File: config.mk
export PLATFORM = sky130hd
export DESIGN_NAME = ext_status_latch
export DESIGN_NICKNAME = d
export VERILOG_FILES = /design/src/rtl/esl_pkg.sv /design/src/rtl/esl_sync.sv /design/src/rtl/esl_edge.sv /design/src/rtl/esl_brk_store.sv /design/src/rtl/ext_status_latch.sv
export SDC_FILE = /design/constraint.sdc
export NUM_CORES = 1
export LEC_CHECK = 0
export BUFFER_PORTS_ARGS = -buffer_cell sky130_fd_sc_hd__buf_2
export CAP_MARGIN = 20
export CELL_PAD_IN_SITES_DETAIL_PLACEMENT = 0
export CELL_PAD_IN_SITES_GLOBAL_PLACEMENT = 1
export CORE_ASPECT_RATIO = 0.8
export CORE_MARGIN = 4
export CORE_UTILIZATION = 39
export DETAILED_ROUTE_END_ITERATION = 7
export GPL_TIMING_DRIVEN = 0
export PLACE_DENSITY_LB_ADDON = 0.1
export SYNTH_ARGS = -nofsm -noshare
export SYNTH_HDL_FRONTEND = slang
export SYNTH_HIERARCHICAL = 1
export SYNTH_SLANG_ARGS = --single-unit
File: constraint.sdc
create_clock -name clk -period 2.7 [get_ports clk]
set_clock_uncertainty 0.1 [all_clocks]
set_input_delay 0.27 -clock clk [delete_from_list [all_inputs] [get_ports clk]]
set_output_delay 0.27 -clock clk [all_outputs]
set_load 0.005 [all_outputs]
File: src/rtl/esl_pkg.sv
package esl_pkg;

    typedef enum logic [1:0] {
        MODE_ASYNC   = 2'b00,
        MODE_EXTSYNC = 2'b01,
        MODE_INTSYNC = 2'b10,
        MODE_SDLC    = 2'b11
    } esl_mode_e;

    // Frozen part of the status word (zero count is never frozen)
    typedef struct packed {
        logic sync;
        logic brk;
    } esl_snap_t;

    // Events seen in the current cycle
    typedef struct packed {
        logic sync_chg;
        logic brk_chg;
        logic zc_rise;
    } esl_evt_t;

    localparam int unsigned NUM_SRC = 3;

    function automatic logic brk_in_use(esl_mode_e m);
        return (m == MODE_ASYNC) || (m == MODE_SDLC);
    endfunction

    function automatic logic evt_irq(esl_evt_t e, logic es, logic eb, logic ez);
        return (e.sync_chg & es) | (e.brk_chg & eb) | (e.zc_rise & ez);
    endfunction

endpackage

File: src/rtl/esl_sync.sv
module esl_sync #(
    parameter int unsigned STAGES = 2
) (
    input  logic clk,
    input  logic rst,
    input  logic d_i,
    output logic q_o
);
    logic [STAGES-1:0] chain_q;

    generate
        for (genvar s = 0; s < STAGES; s++) begin : g_stage
            if (s == 0) begin : g_first
                always_ff @(posedge clk) begin
                    if (rst) chain_q[0] <= 1'b0;
                    else     chain_q[0] <= d_i;
                end
            end else begin : g_next
                always_ff @(posedge clk) begin
                    if (rst) chain_q[s] <= 1'b0;
                    else     chain_q[s] <= chain_q[s-1];
                end
            end
        end
    endgenerate

    assign q_o = chain_q[STAGES-1];
endmodule

File: src/rtl/esl_edge.sv
module esl_edge #(
    parameter int unsigned W = 3
) (
    input  logic         clk,
    input  logic         rst,
    input  logic [W-1:0] live_i,
    output logic [W-1:0] prev_o
);
    always_ff @(posedge clk) begin
        if (rst) prev_o <= '0;
        else     prev_o <= live_i;
    end
endmodule

File: src/rtl/esl_brk_store.sv
module esl_brk_store (
    input  logic clk,
    input  logic rst,
    input  logic closed_i,
    input  logic rise_i,
    input  logic fall_i,
    input  logic take_start_i,
    input  logic take_end_i,
    output logic start_o,
    output logic end_o
);
    logic start_q, end_q;

    // Current-cycle view including this cycle's edges
    always_comb begin
        start_o = start_q | (closed_i & rise_i);
        end_o   = end_q;
        if (closed_i && rise_i) end_o = 1'b0;
        else if (closed_i && fall_i) end_o = 1'b1;
    end

    always_ff @(posedge clk) begin
        if (rst || !closed_i) begin
            start_q <= 1'b0;
            end_q   <= 1'b0;
        end else begin
            start_q <= start_o & ~take_start_i;
            end_q   <= end_o & ~take_end_i;
        end
    end

    // a start during closure wipes any stored end
    a_r7_start_cancels_end: assert property (@(posedge clk) disable iff (rst)
        (closed_i && rise_i) |=> !end_q);

endmodule

File: src/rtl/ext_status_latch.sv
module ext_status_latch
    import esl_pkg::*;
#(
    parameter int unsigned SYNC_STAGES = 2
) (
    input  logic       clk,
    input  logic       rst,
    input  logic [1:0] mode_i,
    input  logic       sync_pin_i,
    input  logic       brk_i,
    input  logic       zc_i,
    input  logic       en_sync_i,
    input  logic       en_brk_i,
    input  logic       en_zc_i,
    input  logic       rst_latch_i,
    output logic       stat_sync_o,
    output logic       stat_brk_o,
    output logic       stat_zc_o,
    output logic       pend_o,
    output logic       irq_o
);
    localparam int unsigned IDX_SYNC = NUM_SRC - 1;
    localparam int unsigned IDX_BRK  = NUM_SRC - 2;
    localparam int unsigned IDX_ZC   = NUM_SRC - 3;

    esl_mode_e mode;
    logic      sync_live, brk_live, zc_live;
    logic [NUM_SRC-1:0] live_vec, prev_vec;
    esl_evt_t  evt;
    logic      brk_rise, brk_fall;

    logic      closed_q, closed_d;
    logic      irq_q, irq_d;
    logic      zc_seen_q, zc_seen_d, zc_seen_nx;
    esl_snap_t snap_q, snap_d, snap_live;
    logic      start_nx, end_nx, take_start, take_end;
    logic      re_sync, re_zc, re_any, do_rst;

    assign mode = esl_mode_e'(mode_i);

    esl_sync #(.STAGES(SYNC_STAGES)) u_sync (
        .clk (clk),
        .rst (rst),
        .d_i (sync_pin_i),
        .q_o (sync_live)
    );

    assign brk_live = brk_i & brk_in_use(mode);
    assign zc_live  = zc_i;

    always_comb begin
        live_vec           = '0;
        live_vec[IDX_SYNC] = sync_live;
        live_vec[IDX_BRK]  = brk_live;
        live_vec[IDX_ZC]   = zc_live;
    end

    esl_edge #(.W(NUM_SRC)) u_edge (
        .clk    (clk),
        .rst    (rst),
        .live_i (live_vec),
        .prev_o (prev_vec)
    );

    always_comb begin
        evt.sync_chg = live_vec[IDX_SYNC] ^ prev_vec[IDX_SYNC];
        evt.brk_chg  = live_vec[IDX_BRK]  ^ prev_vec[IDX_BRK];
        evt.zc_rise  = live_vec[IDX_ZC]   & ~prev_vec[IDX_ZC];
        brk_rise     = live_vec[IDX_BRK]  & ~prev_vec[IDX_BRK];
        brk_fall     = ~live_vec[IDX_BRK] &  prev_vec[IDX_BRK];
    end

    esl_brk_store u_brk (
        .clk          (clk),
        .rst          (rst),
        .closed_i     (closed_q),
        .rise_i       (brk_rise),
        .fall_i       (brk_fall),
        .take_start_i (take_start),
        .take_end_i   (take_end),
        .start_o      (start_nx),
        .end_o        (end_nx)
    );

    assign snap_live.sync = sync_live;
    assign snap_live.brk  = brk_live;

    // Events held back by the closure, evaluated at the reset command
    always_comb begin
        zc_seen_nx = zc_seen_q | (closed_q & evt.zc_rise);
        do_rst     = closed_q & rst_latch_i;
        re_sync    = sync_live != snap_q.sync;
        re_zc      = zc_seen_nx & zc_live;
        re_any     = start_nx | end_nx | re_sync | re_zc;
    end

    always_comb begin
        closed_d   = closed_q;
        irq_d      = irq_q;
        snap_d     = snap_q;
        zc_seen_d  = zc_seen_nx;
        take_start = 1'b0;
        take_end   = 1'b0;
        if (!closed_q) begin
            snap_d    = snap_live;
            zc_seen_d = 1'b0;
            if (evt.sync_chg || evt.brk_chg || evt.zc_rise) begin
                closed_d = 1'b1;
                irq_d    = evt_irq(evt, en_sync_i, en_brk_i, en_zc_i);
            end
        end else if (do_rst) begin
            zc_seen_d = 1'b0;
            if (re_any) begin
                snap_d.sync = sync_live;
                snap_d.brk  = start_nx ? 1'b1 : (end_nx ? 1'b0 : brk_live);
                take_start  = start_nx;
                take_end    = !start_nx && end_nx;
                irq_d       = ((start_nx | end_nx) & en_brk_i)
                            | (re_sync & en_sync_i) | (re_zc & en_zc_i);
            end else begin
                closed_d = 1'b0;
                irq_d    = 1'b0;
                snap_d   = snap_live;
            end
        end else begin
            irq_d = irq_q | (evt.brk_chg & en_brk_i);
        end
    end

    always_ff @(posedge clk) begin
        if (rst) begin
            closed_q  <= 1'b0;
            irq_q     <= 1'b0;
            zc_seen_q <= 1'b0;
            snap_q    <= '0;
        end else begin
            closed_q  <= closed_d;
            irq_q     <= irq_d;
            zc_seen_q <= zc_seen_d;
            snap_q    <= snap_d;
        end
    end

    assign stat_sync_o = closed_q ? snap_q.sync : sync_live;
    assign stat_brk_o  = closed_q ? snap_q.brk  : brk_live;
    assign stat_zc_o   = zc_live & en_zc_i;
    assign pend_o      = closed_q;
    assign irq_o       = irq_q;

    // a sync change on an open latch closes it
    a_r2_open_sync_closes: assert property (@(posedge clk) disable iff (rst)
        (!closed_q && evt.sync_chg) |=> pend_o);

    // the frozen sync bit holds until a reset command
    a_r2_snapshot_frozen: assert property (@(posedge clk) disable iff (rst)
        (pend_o && !rst_latch_i) |=> (pend_o && $stable(stat_sync_o)));

    // a request only exists while the latch is closed
    a_r11_irq_needs_pend: assert property (@(posedge clk) disable iff (rst)
        irq_o |-> pend_o);

    // enabled zero-count rise on an open latch requests service
    a_r8_zc_open_irq: assert property (@(posedge clk) disable iff (rst)
        (!closed_q && evt.zc_rise && en_zc_i) |=> irq_o);

    // break reads 0 in the synchronous modes while open
    a_r4_brk_unused: assert property (@(posedge clk) disable iff (rst)
        (!pend_o && (mode == MODE_EXTSYNC || mode == MODE_INTSYNC)) |-> !stat_brk_o);

endmodule

## Word level (Yosys, flattened, before mapping)

Cells that the tools add are included.

| word-level totals | value |
|---|---|
| input bits | 11 |
| bits in registers | 12 |
| word-level logic and storage cells | 83 |
| output and inout port bits | 5 |

| operators by class | value |
|---|---|
| multiplexer cells | 23 |
| reductions and logical operators | 12 |
| eq/ne operators | 3 |
| bitwise gates (word level) | 35 |

Operators by type and width:

| cell | number |
|---|---|
| $mux W1 | 21 |
| $and A1 B1 Y1 | 17 |
| $or A1 B1 Y1 | 10 |
| $not A1 Y1 | 6 |
| $logic_or A1 B1 Y1 | 4 |
| $mux W2 | 2 |
| $logic_and A1 B1 Y1 | 3 |
| $reduce_or A3 Y1 | 1 |
| $eq A2 B2 Y1 const B | 1 |
| $logic_not A1 Y1 | 2 |
| $logic_not A2 Y1 | 1 |
| $ne A2 B1 Y1 const B | 1 |
| $reduce_bool A2 Y1 | 1 |
| $xor A1 B1 Y1 | 2 |
| $ne A1 B1 Y1 | 1 |

## Logic depth before layout (Yosys ltp)

Gate-level depths: netlist of run 1.

| depth | value |
|---|---|
| depth after elaboration | 16 |
| gate-level depth with buffers | 9 |
| gate-level depth less buffers | 9 |

## By module

The synthesis of run 1 kept the hierarchy.

By module, submodules not included:

| module | instances | area each (sq um) | cells an instance | seq. area each (sq um) |
|---|---|---|---|---|
| ext_status_latch | 1 | 416.6 | 53 | 100.1 |
| esl_brk_store | 1 | 88.8 | 10 | 40.0 |
| esl_edge | 1 | 78.8 | 6 | 60.1 |
| esl_sync | 1 | 52.6 | 4 | 40.0 |

## Worst setup path before layout of run 1

No wires, ideal clock.

| timing path | value |
|---|---|
| path type | input port to flip-flop |
| start | in mode_i[1] |
| end | reg irq_q, in the netlist irq_o |
| data required time | 2.463 ns |
| buffers on the path | 0 |
| arrival | 1.489 ns |
| slack | 0.974 ns |
| library setup time | 0.137 ns |
| stages | 9 |
| cells stage by stage | xnor2_1 nand2_1 inv_1 ha_1 a21o_1 o21ai_0 o21ai_0 o221ai_1 a311oi_2 |

| between the ends | value |
|---|---|
| elaborated cells on any way between the ends | 31 |
| those cells by class | eq/ne: 1; mux: 6; bitwise: 17; reduce/logical: 7 |

RTL lines:

| what | line | source |
|---|---|---|
| start, declared | ext_status_latch.sv:8 | `input logic [1:0] mode_i,` |
| $eq A2 B2 Y1 or $logic_not A2 Y1 (tied branches) | esl_pkg.sv:26 | `return (m == MODE_ASYNC) \|\| (m == MODE_SDLC);` |
| $logic_or A1 B1 Y1 (*) | esl_pkg.sv:26 |  |
| $and A1 B1 Y1 (*) | ext_status_latch.sv:48 | `assign brk_live = brk_i & brk_in_use(mode);` |
| named net brk_live | ext_status_latch.sv:27 | `logic sync_live, brk_live, zc_live;` |
| $and A1 B1 Y1 (*) | ext_status_latch.sv:69 | `brk_rise = live_vec[IDX_BRK] & ~prev_vec[IDX_BRK];` |
| named net brk_rise | ext_status_latch.sv:30 | `logic brk_rise, brk_fall;` |
| $and A1 B1 Y1 (*) | esl_brk_store.sv:16 | `start_o = start_q \| (closed_i & rise_i);` |
| $or A1 B1 Y1 (*) | esl_brk_store.sv:16 |  |
| named net start_nx | ext_status_latch.sv:36 | `logic start_nx, end_nx, take_start, take_end;` |
| $or A1 B1 Y1 (*) | ext_status_latch.sv:94, ext_status_latch.sv:118 |  |
| $and A1 B1 Y1 | ext_status_latch.sv:118 | `irq_d = ((start_nx \| end_nx) & en_brk_i)` |
| $or A1 B1 Y1 (2 in series) | ext_status_latch.sv:119 | `\| (re_sync & en_sync_i) \| (re_zc & en_zc_i);` |
| $mux W1 (*) | ext_status_latch.sv:113 | `if (re_any) begin` |
| $mux W1 (*) | ext_status_latch.sv:111 | `end else if (do_rst) begin` |
| $mux W1 (*) | ext_status_latch.sv:104 | `if (!closed_q) begin` |
| end signal, assigned | ext_status_latch.sv:138 | `irq_q <= irq_d;` |
| end, declared | ext_status_latch.sv:33 | `logic irq_q, irq_d;` |

Mark *: on every way through the listed nets, which the timed path passes. The rest lies on a longest branch. The select of a mux whose other input is x is not followed.
A chain may end at the register's enable or synchronous reset.

## Worst setup path in the final report of run 1

| timing path | value |
|---|---|
| start | reg closed_q, in the netlist pend_o |
| end | out stat_sync_o |

| between the ends | value |
|---|---|
| cells in the longest elaborated chain, start to end | 1 |

Ends and longest elaborated chain:

| what | line | source |
|---|---|---|
| start, declared | ext_status_latch.sv:32 | `logic closed_q, closed_d;` |
| start signal, assigned | ext_status_latch.sv:137 | `closed_q <= closed_d;` |
| $mux W1 | ext_status_latch.sv:144 | `assign stat_sync_o = closed_q ? snap_q.sync : sync_live;` |
| end, declared | ext_status_latch.sv:16 | `output logic stat_sync_o,` |

No other way between the ends.

==> results of run 1 <==
[flip-flops by register name, indices dropped and copies added (netlist names)]
signal          count
u_sync/chain_q      1
pend_o              1
snap_q              2
u_edge/prev_o       3
zc_seen_q           1
u_brk/start_q       1
u_sync/q_o          1
irq_o               1
u_brk/end_q         1
[worst max-delay path, delay by kind of cell, from the launching register on]
family                 cells  cell delay [ps]
flip-flops                 1              480
buffers and inverters      2              480
multiplexers               1              360
[cell families after synthesis]
kind of cell / count (synthesis) / share of synthesized area [%]
simple gates: 31 / 27.9
compound gates: 16 / 17.7
flops: 12 / 37.7
buf+inv: 6 / 3.54
xor+xnor: 3 / 4.13
mux: 3 / 5.11
fa+ha+maj: 2 / 3.93
[cell usage after synthesis, types with 2 or more instances]
| library cell | number |
|---|---|
| nand2_1 | 5 |
| o21ai_1 | 2 |
| o21ai_0 | 3 |
| inv_1 | 5 |
| and3b_1 | 2 |
| ha_1 | 2 |
| nor2b_1 | 8 |
| o21a_1 | 2 |
| nor2_1 | 8 |
| xnor2_1 | 2 |
| and2_1 | 2 |
| a21oi_1 | 2 |
| nor3_1 | 2 |
| a211oi_1 | 2 |
| dfxtp_1 | 12 |
[final cells by class]
class / count / area (sq um)
clock buffers: 4 / 36.3
fillers: 147 / 682
well taps: 21 / 26.3
inverters: 5 / 18.8
flip-flops and latches: 12 / 240
plain buffers: 1 / 3.75
multi-input cells: 55 / 374
repair buffers: 15 / 75.1
[where the power goes]
group          leakage, nW  switching (W)   total, W  internal (W)
clock               0.0210      0.0000579   0.000140     0.0000819
combinational        0.249      0.0000429  0.0000850     0.0000421
sequential          0.0986     0.00000988   0.000197      0.000187
total                0.368       0.000111   0.000422      0.000312
[worst min-delay path by stage]
stage                                  from           endpoint  slack (ps)  cells after the start
after floorplan                         rst              irq_o         240                      1
after global placement    u_sync/chain_q[0]         u_sync/q_o         320                      1
after detailed placement  u_sync/chain_q[0]         u_sync/q_o         340                      1
after CTS                        sync_pin_i  u_sync/chain_q[0]         120                      2
after global routing             sync_pin_i  u_sync/chain_q[0]         130                      2
final                            sync_pin_i  u_sync/chain_q[0]         130                      2
[metal layers]
| metal | wire (um) | vias up |
|---|---|---|
| met5 | 0 | - |
| met4 | 0 | 0 |
| met3 | 65 | 0 |
| met2 | 514 | 14 |
| met1 | 666 | 250 |
| li1 | - | 290 |
[per-stage QoR]
step | util [%] | setup WS [ps] | total power [W] | hold slack [ps]
4_1_cts | 53.2 | 724 | 0.000431 | 119
5_1_grt | 53.2 | 639 | 0.000453 | 126
2_1_floorplan | - | 974 | 0.000257 | 238
3_3_place_gp | 50.7 | 699 | 0.000287 | 317
6_report | 53.2 | 740 | 0.000422 | 127
3_5_place_dp | 50.7 | 695 | 0.000287 | 344
==> summary.md, run 1 <==
The largest individual stage delay along the critical path comes from the cell dfxtp_1. The clock transition at the register clock pins on the worst setup and hold paths after CTS is 70 ps. The critical path goes through clkbuf_1 > mux2_1 > buf_2. The pre-antenna-repair detailed-routing pass consisted of 4 iterations.

The antenna violation net count after detailed routing is 0, and the number of sinks handled by clock tree synthesis is 12. The relative area change from synthesis to final layout came out at 21.6%. The cell accounting for the most synthesized area is dfxtp_1. The tools report the required time at the worst-slack endpoint as 2330 ps.

After routing the design area is 774 sq um. For the number of hold violations in the final report, the log shows 0. The global routing met2 resource utilization is 17.6%, and the shortest clock period the worst path allows after layout is 1960 ps.

In this run, synthesis inferred 0 flip-flops with an integrated enable. In this run the clock root is driven by a clkbuf_4. The wire length per cell came out at 11.0 um. The Yosys step of the flow raised 6 warnings. The sum of overflow across all layers after global routing is 0, and the net count after synthesis is 86.

For this run, design rule violations remaining after detail routing come to 0. In this run, CTS created clock tree buffers numbering 3. Entering global routing, the biggest net connects 12 pins.

Measured along the y axis, the die boundary spans 44.1 um. Global routing used 12.3% of the available tracks. For met1 alone, demand over resource in global routing was 17.1%.

In this run the static leakage power is 0.368 nW. The gate count after technology mapping was 73; the final weighted congestion in routability-driven placement was 0.728. The longest clock path from root to sink contains 2 buffers. The die covers 0.00235 sq mm. The worst reg2reg path endpoint is irq_o. The run gives 11 as the count of routing violations after the opening detailed-route iteration. Sequential elements use 37.7% of the synthesized area.

The sort of element at the end of the critical path is a primary output. The min-delay analysis places its worst path in the category primary input to flip-flop. The x dimension of the die came out at 53.2 um.

The worst endpoint data arrival time was 1590 ps. The logs give 637 sq um for the synthesized area and 5.05% for the met3 usage in global routing. The later pin in the worst-skew pair is clocked with a latency of 270 ps. Leaving out fill and tap cells, the most frequent cell in the layout is buf_2. Tightest slew margin relative to the limit: 75.2%.

The count of max-cap constraint violations is 0. The portion of the clock cycle consumed by the worst path in the final layout is 72.6%, and the number of cell instances on the worst register-to-register path is 7. The count of buffers added on input and output ports is 15. The run finished with clean final reports. The placement row count was 12; the fraction of registers with async set or reset after synthesis was 0%. In this run the post-CTS setup repair buffer count came out at 0. The run gives 1060 ps as the reg2reg setup slack.

Detailed routing inserted a total of 554 vias. In the final timing run, aggregate negative setup slack is 0 ps. For this run, the leading register cell type out of synthesis is dfxtp_1.

The tools report the number of global-route vias before repair as 500. The final layout contains routed wiring with a total length of 1250 um. TritonCTS built the clock tree.

The first-pass GRT wire length is 2120 um. The library cells used most frequently in the layout, excluding fill and tap cells, are buf_2, dfxtp_1, nor2_1, nor2b_1. For this run, the number of standard cells in the final layout without fillers is 113.

Once the clock tree was built, the resizer swapped 0 gates to a different size. In this run, synthesis produced a sequential element count of 12. After synthesis, the largest area contributor takes up 37.7% of total cell area. The largest single stage delay on the critical path is 480 ps. Startpoint-to-endpoint class of the critical path: flip-flop to primary output. The average cell area after synthesis was 8.72 sq um; the area of the core was 0.00146 sq mm.

The tools report the peak clock frequency supported by timing as 0.510 GHz. The run gives 106 as the number of nets in the final layout. Most utilized layer in the global route result: met2. The share of layout cells above drive strength 1 came out at 25.0%. The initial antenna violation count was 0. Detailed placement finished with a half-perimeter wire length of 1020 um. Number of levels in the clock H-tree: 1.

After synthesis, the cell types taking the most area are dfxtp_1, nor2b_1, nor2_1. Once placement finished, the instance area stood at 738 sq um. Critical path launch point type: a flip-flop. Largest fanout of any net on the critical path: 10. The number of hold buffers added after CTS was 0. Following the worst setup path forward leads to its endpoint at stat_sync_o.

The worst IR drop on VDD is 0.000281 V, and the mean number of vias per cell is 4.90. In this run the critical register-to-register path is launched from u_edge/prev_o[1]. The slew at the pin with the worst max-slew slack was 372 ps; the final count of negative-setup-slack endpoints was 0. After detailed placement, the design holds a cell count of 109. The final count of pins violating max slew was 0; the effective utilization at floorplan was 43.7%. Setup repair after global routing left no endpoint under its margin. The unique cell type count in the Yosys netlist came out at 29.

For this design the ratio of total power to cell area is 545 mW/mm^2. 16 I/O pins were placed. The repair_antennas step left the layout with diodes totalling 0.

The tools report the critical path startpoint as pend_o.
No activity file was read; power rests on OpenSTA's default activity.
==> run 2: changes to the inputs <==
CORE_UTILIZATION = 36   (was 39)
clock period = 2.05 ns   (was 2.7 ns; I/O delays follow)
==> run 2 against run 1 <==
  * Total power grew 33%
  * Worst setup slack lost 590 ps
  * Via count is the same
  * Wire length grew 2.8%
  * Global-route usage grew 0.56 points
  * Count of clock-buffer cells in the layout is the same
  * Non-clock buffer count is the same
  * Sequential share of layout area shrank 0.050 points
==> summary.md, run 2 (same netlist as run 1, synthesis figures left out) <==
The wire length per cell came out at 11.2 um. After clock tree synthesis, the clock-pin slew on the worst setup and hold paths is 70 ps. The final count of negative-setup-slack endpoints was 0.

The mean number of vias per cell is 4.86, and the power share of the sequential group is 46.5%. The met2 routed wirelength was 534 um; the effective utilization at floorplan was 38.8%. In the final layout, the share of cells above drive strength 1 is 25.0%. Compared with the post-synthesis result, the final layout area differs by 21.8%. The run gives 20.3% as the combinational share of power. For this run, the number of standard cells in the final layout without fillers is 114. For this block, the routed nets add up to 1280 um of wire. The worst endpoint data arrival time was 1600 ps; the largest fanout of any net on the critical path was 10. The flow ran to the end, and the final reports show no timing, DRC or antenna violations. Clock tree synthesis selected as its root buffer the cell clkbuf_4.

TritonCTS built the clock tree. STA classifies the critical path endpoint as a primary output. Across the run, the number of max-cap violations was 0.

16 I/O pins were placed. The number of clock buffers added by TritonCTS is 3. The required time at the worst-slack endpoint was 1750 ps; the setup slack after layout was 146 ps. For this block, wires on met1 add up to 659 um.

In this run the core area contains 13 standard-cell rows. Setup repair after global routing left no endpoint under its margin. The shortest clock period the worst path allows after layout is 1900 ps, and the buffer count from post-CTS setup fixing is 0.

The net switching component of the power came out at 0.000149 W. The region available for standard cell placement spans 0.00164 sq mm. The floorplan step defined a die boundary enclosing 0.00251 sq mm.

In the layout the commonest cells are buf_2, dfxtp_1, nor2_1, nor2b_1. After legalization and detailed placement, the total HPWL measured 999 um. The worst-case IR drop observed on VDD is 0.000397 V. Placement-stage worst setup slack: 78.1 ps.

The critical path in this run is classified as flip-flop to primary output. The remaining routing DRC violations is 0. After the first detailed-routing iteration, the DRC count stood at 13. The register with the most flip-flops in the layout has 3 of them. Summing all non-filler instances in the final layout gives an area of 776 sq um.

The highest metal layer used by the detailed router is met4. The run gives 74 um as the met3 layer wire length in the routed design. Net switching is 26.7% of the power. The buffers plus inverters on the worst setup path came out at 2.

On the worst path, the slowest cell contributes a delay of 470 ps. After the last flow step, the layout net total stands at 106. The first global-routing pass estimated 2250 um of wire. The number of placed instances, taps included, is 110. In this run the deepest clock path goes through 2 buffers. The tools report the final weighted congestion in routability-driven placement as 0.716.

The logs give 0 for the sum of overflow across all layers after global routing and 0 for the count of instances resized after the clock tree is built. For this design the static power due to leakage is 0.368 nW. The logs give 0 for the initial antenna violation count and 554 for the total vias in the final route. In this run the power density over the cells is 721 mW/mm^2. Derived from the worst setup path, the maximum achievable clock frequency is 0.525 GHz. The repair_antennas step left the layout with diodes totalling 0. The number of global-route vias before repair was 515. Of the available clock period, the critical path in the final layout requires 92.9%. The tools report the detailed-router iteration count before antenna repair as 4. Kind of cell with the highest combined delay on the critical path: buffers and inverters. After routing, the total negative slack on setup checks comes to 0 ps. Traced cell by cell, the critical path runs through clkbuf_1 > mux2_1 > buf_2. Clock latency on the worst-skew pair, taken at its later pin, is 270 ps. For this run, the total global-route usage over all layers was measured as 12.9%. The tightest slew margin relative to the limit came out at 73.0%. On the critical path, the stage with the largest delay is an instance of dfxtp_1. Counting every sink on the clock net gives 12.

The worst min-delay path class was primary input to flip-flop. For the pin with the worst max-slew slack, the measured transition is 405 ps. The library cell used most frequently in the layout, excluding fill and tap cells, is buf_2. Ranked by flip-flop count, first place goes to u_edge/prev_o.

In the final layout, the registers with the most flip-flops are u_edge/prev_o: 3 flops, snap_q: 2 flops. For this design, the CTS-stage hold fixing added 0 buffers. The power share of the clock group came out at 33.3%. Once detail routing completed, the nets flagged for antenna violations numbered 0. The count of input and output buffers was 15.

The number of levels in the clock H-tree was 1. The run gives 0 as the number of hold violations in the final report. Entering global routing, the biggest net connects 12 pins. The final count of pins violating max slew is 0, and the internal portion of total power is 0.000410 W. The critical path launch point type is a flip-flop.

From left edge to right edge, the die measures 55.0 um. The run gives 739 sq um as the instance area at placement. In this run the vertical extent of the chip is 45.6 um.
-- run 2: cell counts in the layout (fill, tap and decap cells not counted) --
No cell type changed its count.
-- run 2: power groups by stage --
stage | Sequential (W) | Clock, W | Combinational (W)
finish | 0.000260 | 0.000186 | 0.000113
global route | 0.000263 | 0.000207 | 0.000130
CTS | 0.000260 | 0.000197 | 0.000114
detailed placement | 0.000265 | 0 | 0.000113
global placement | 0.000266 | 0 | 0.000113
floorplan | 0.000263 | 0 | 0.0000761
-- run 2: routing by layer --
| metal | track usage [%] | vias to the layer above |
|---|---|---|
| met2 | 18.6 | 15 |
| li1 | - | 291 |
| met4 | 4.37 | 0 |
| met5 | 0 | - |
| met3 | 6.23 | 2 |
| met1 | 16.5 | 246 |
-- run 2: worst paths after layout --
kind | start | cells after the start | endpoint | slack [ps]
max | pend_o | 3 | stat_sync_o | 150
min reg2reg | u_sync/chain_q[0] | 1 | u_sync/q_o | 340
max reg2reg | u_edge/prev_o[1] | 7 | irq_o | 370
min | sync_pin_i | 2 | u_sync/chain_q[0] | 40
-- run 2: final cells by class --
type / count / area, sq um
buffer: 1 / 3.75
clock buffer: 4 / 36.3
fill: 187 / 867
inverter: 5 / 18.8
multi-input combinational: 55 / 374
sequential: 12 / 240
tap: 22 / 27.5
timing repair buffer: 15 / 75.1
-- run 2: worst reg2reg max path: stages (launching register included) --
cell and delay, ps:
dfxtp_1 330, inv_1 40, ha_1 220, a21o_1 210, o21ai_0 160, o21ai_0 120, o221ai_1 240, a311oi_2 120
-- run 2: stage by stage --
stage          hold WS, ps  utilization, %  total power, W
2_1_floorplan          173               -        0.000339
3_3_place_gp           320            45.0        0.000378
3_5_place_dp           319            45.0        0.000379
4_1_cts               24.1            47.2        0.000571
5_1_grt               60.1            47.2        0.000600
6_report              35.3            47.2        0.000560
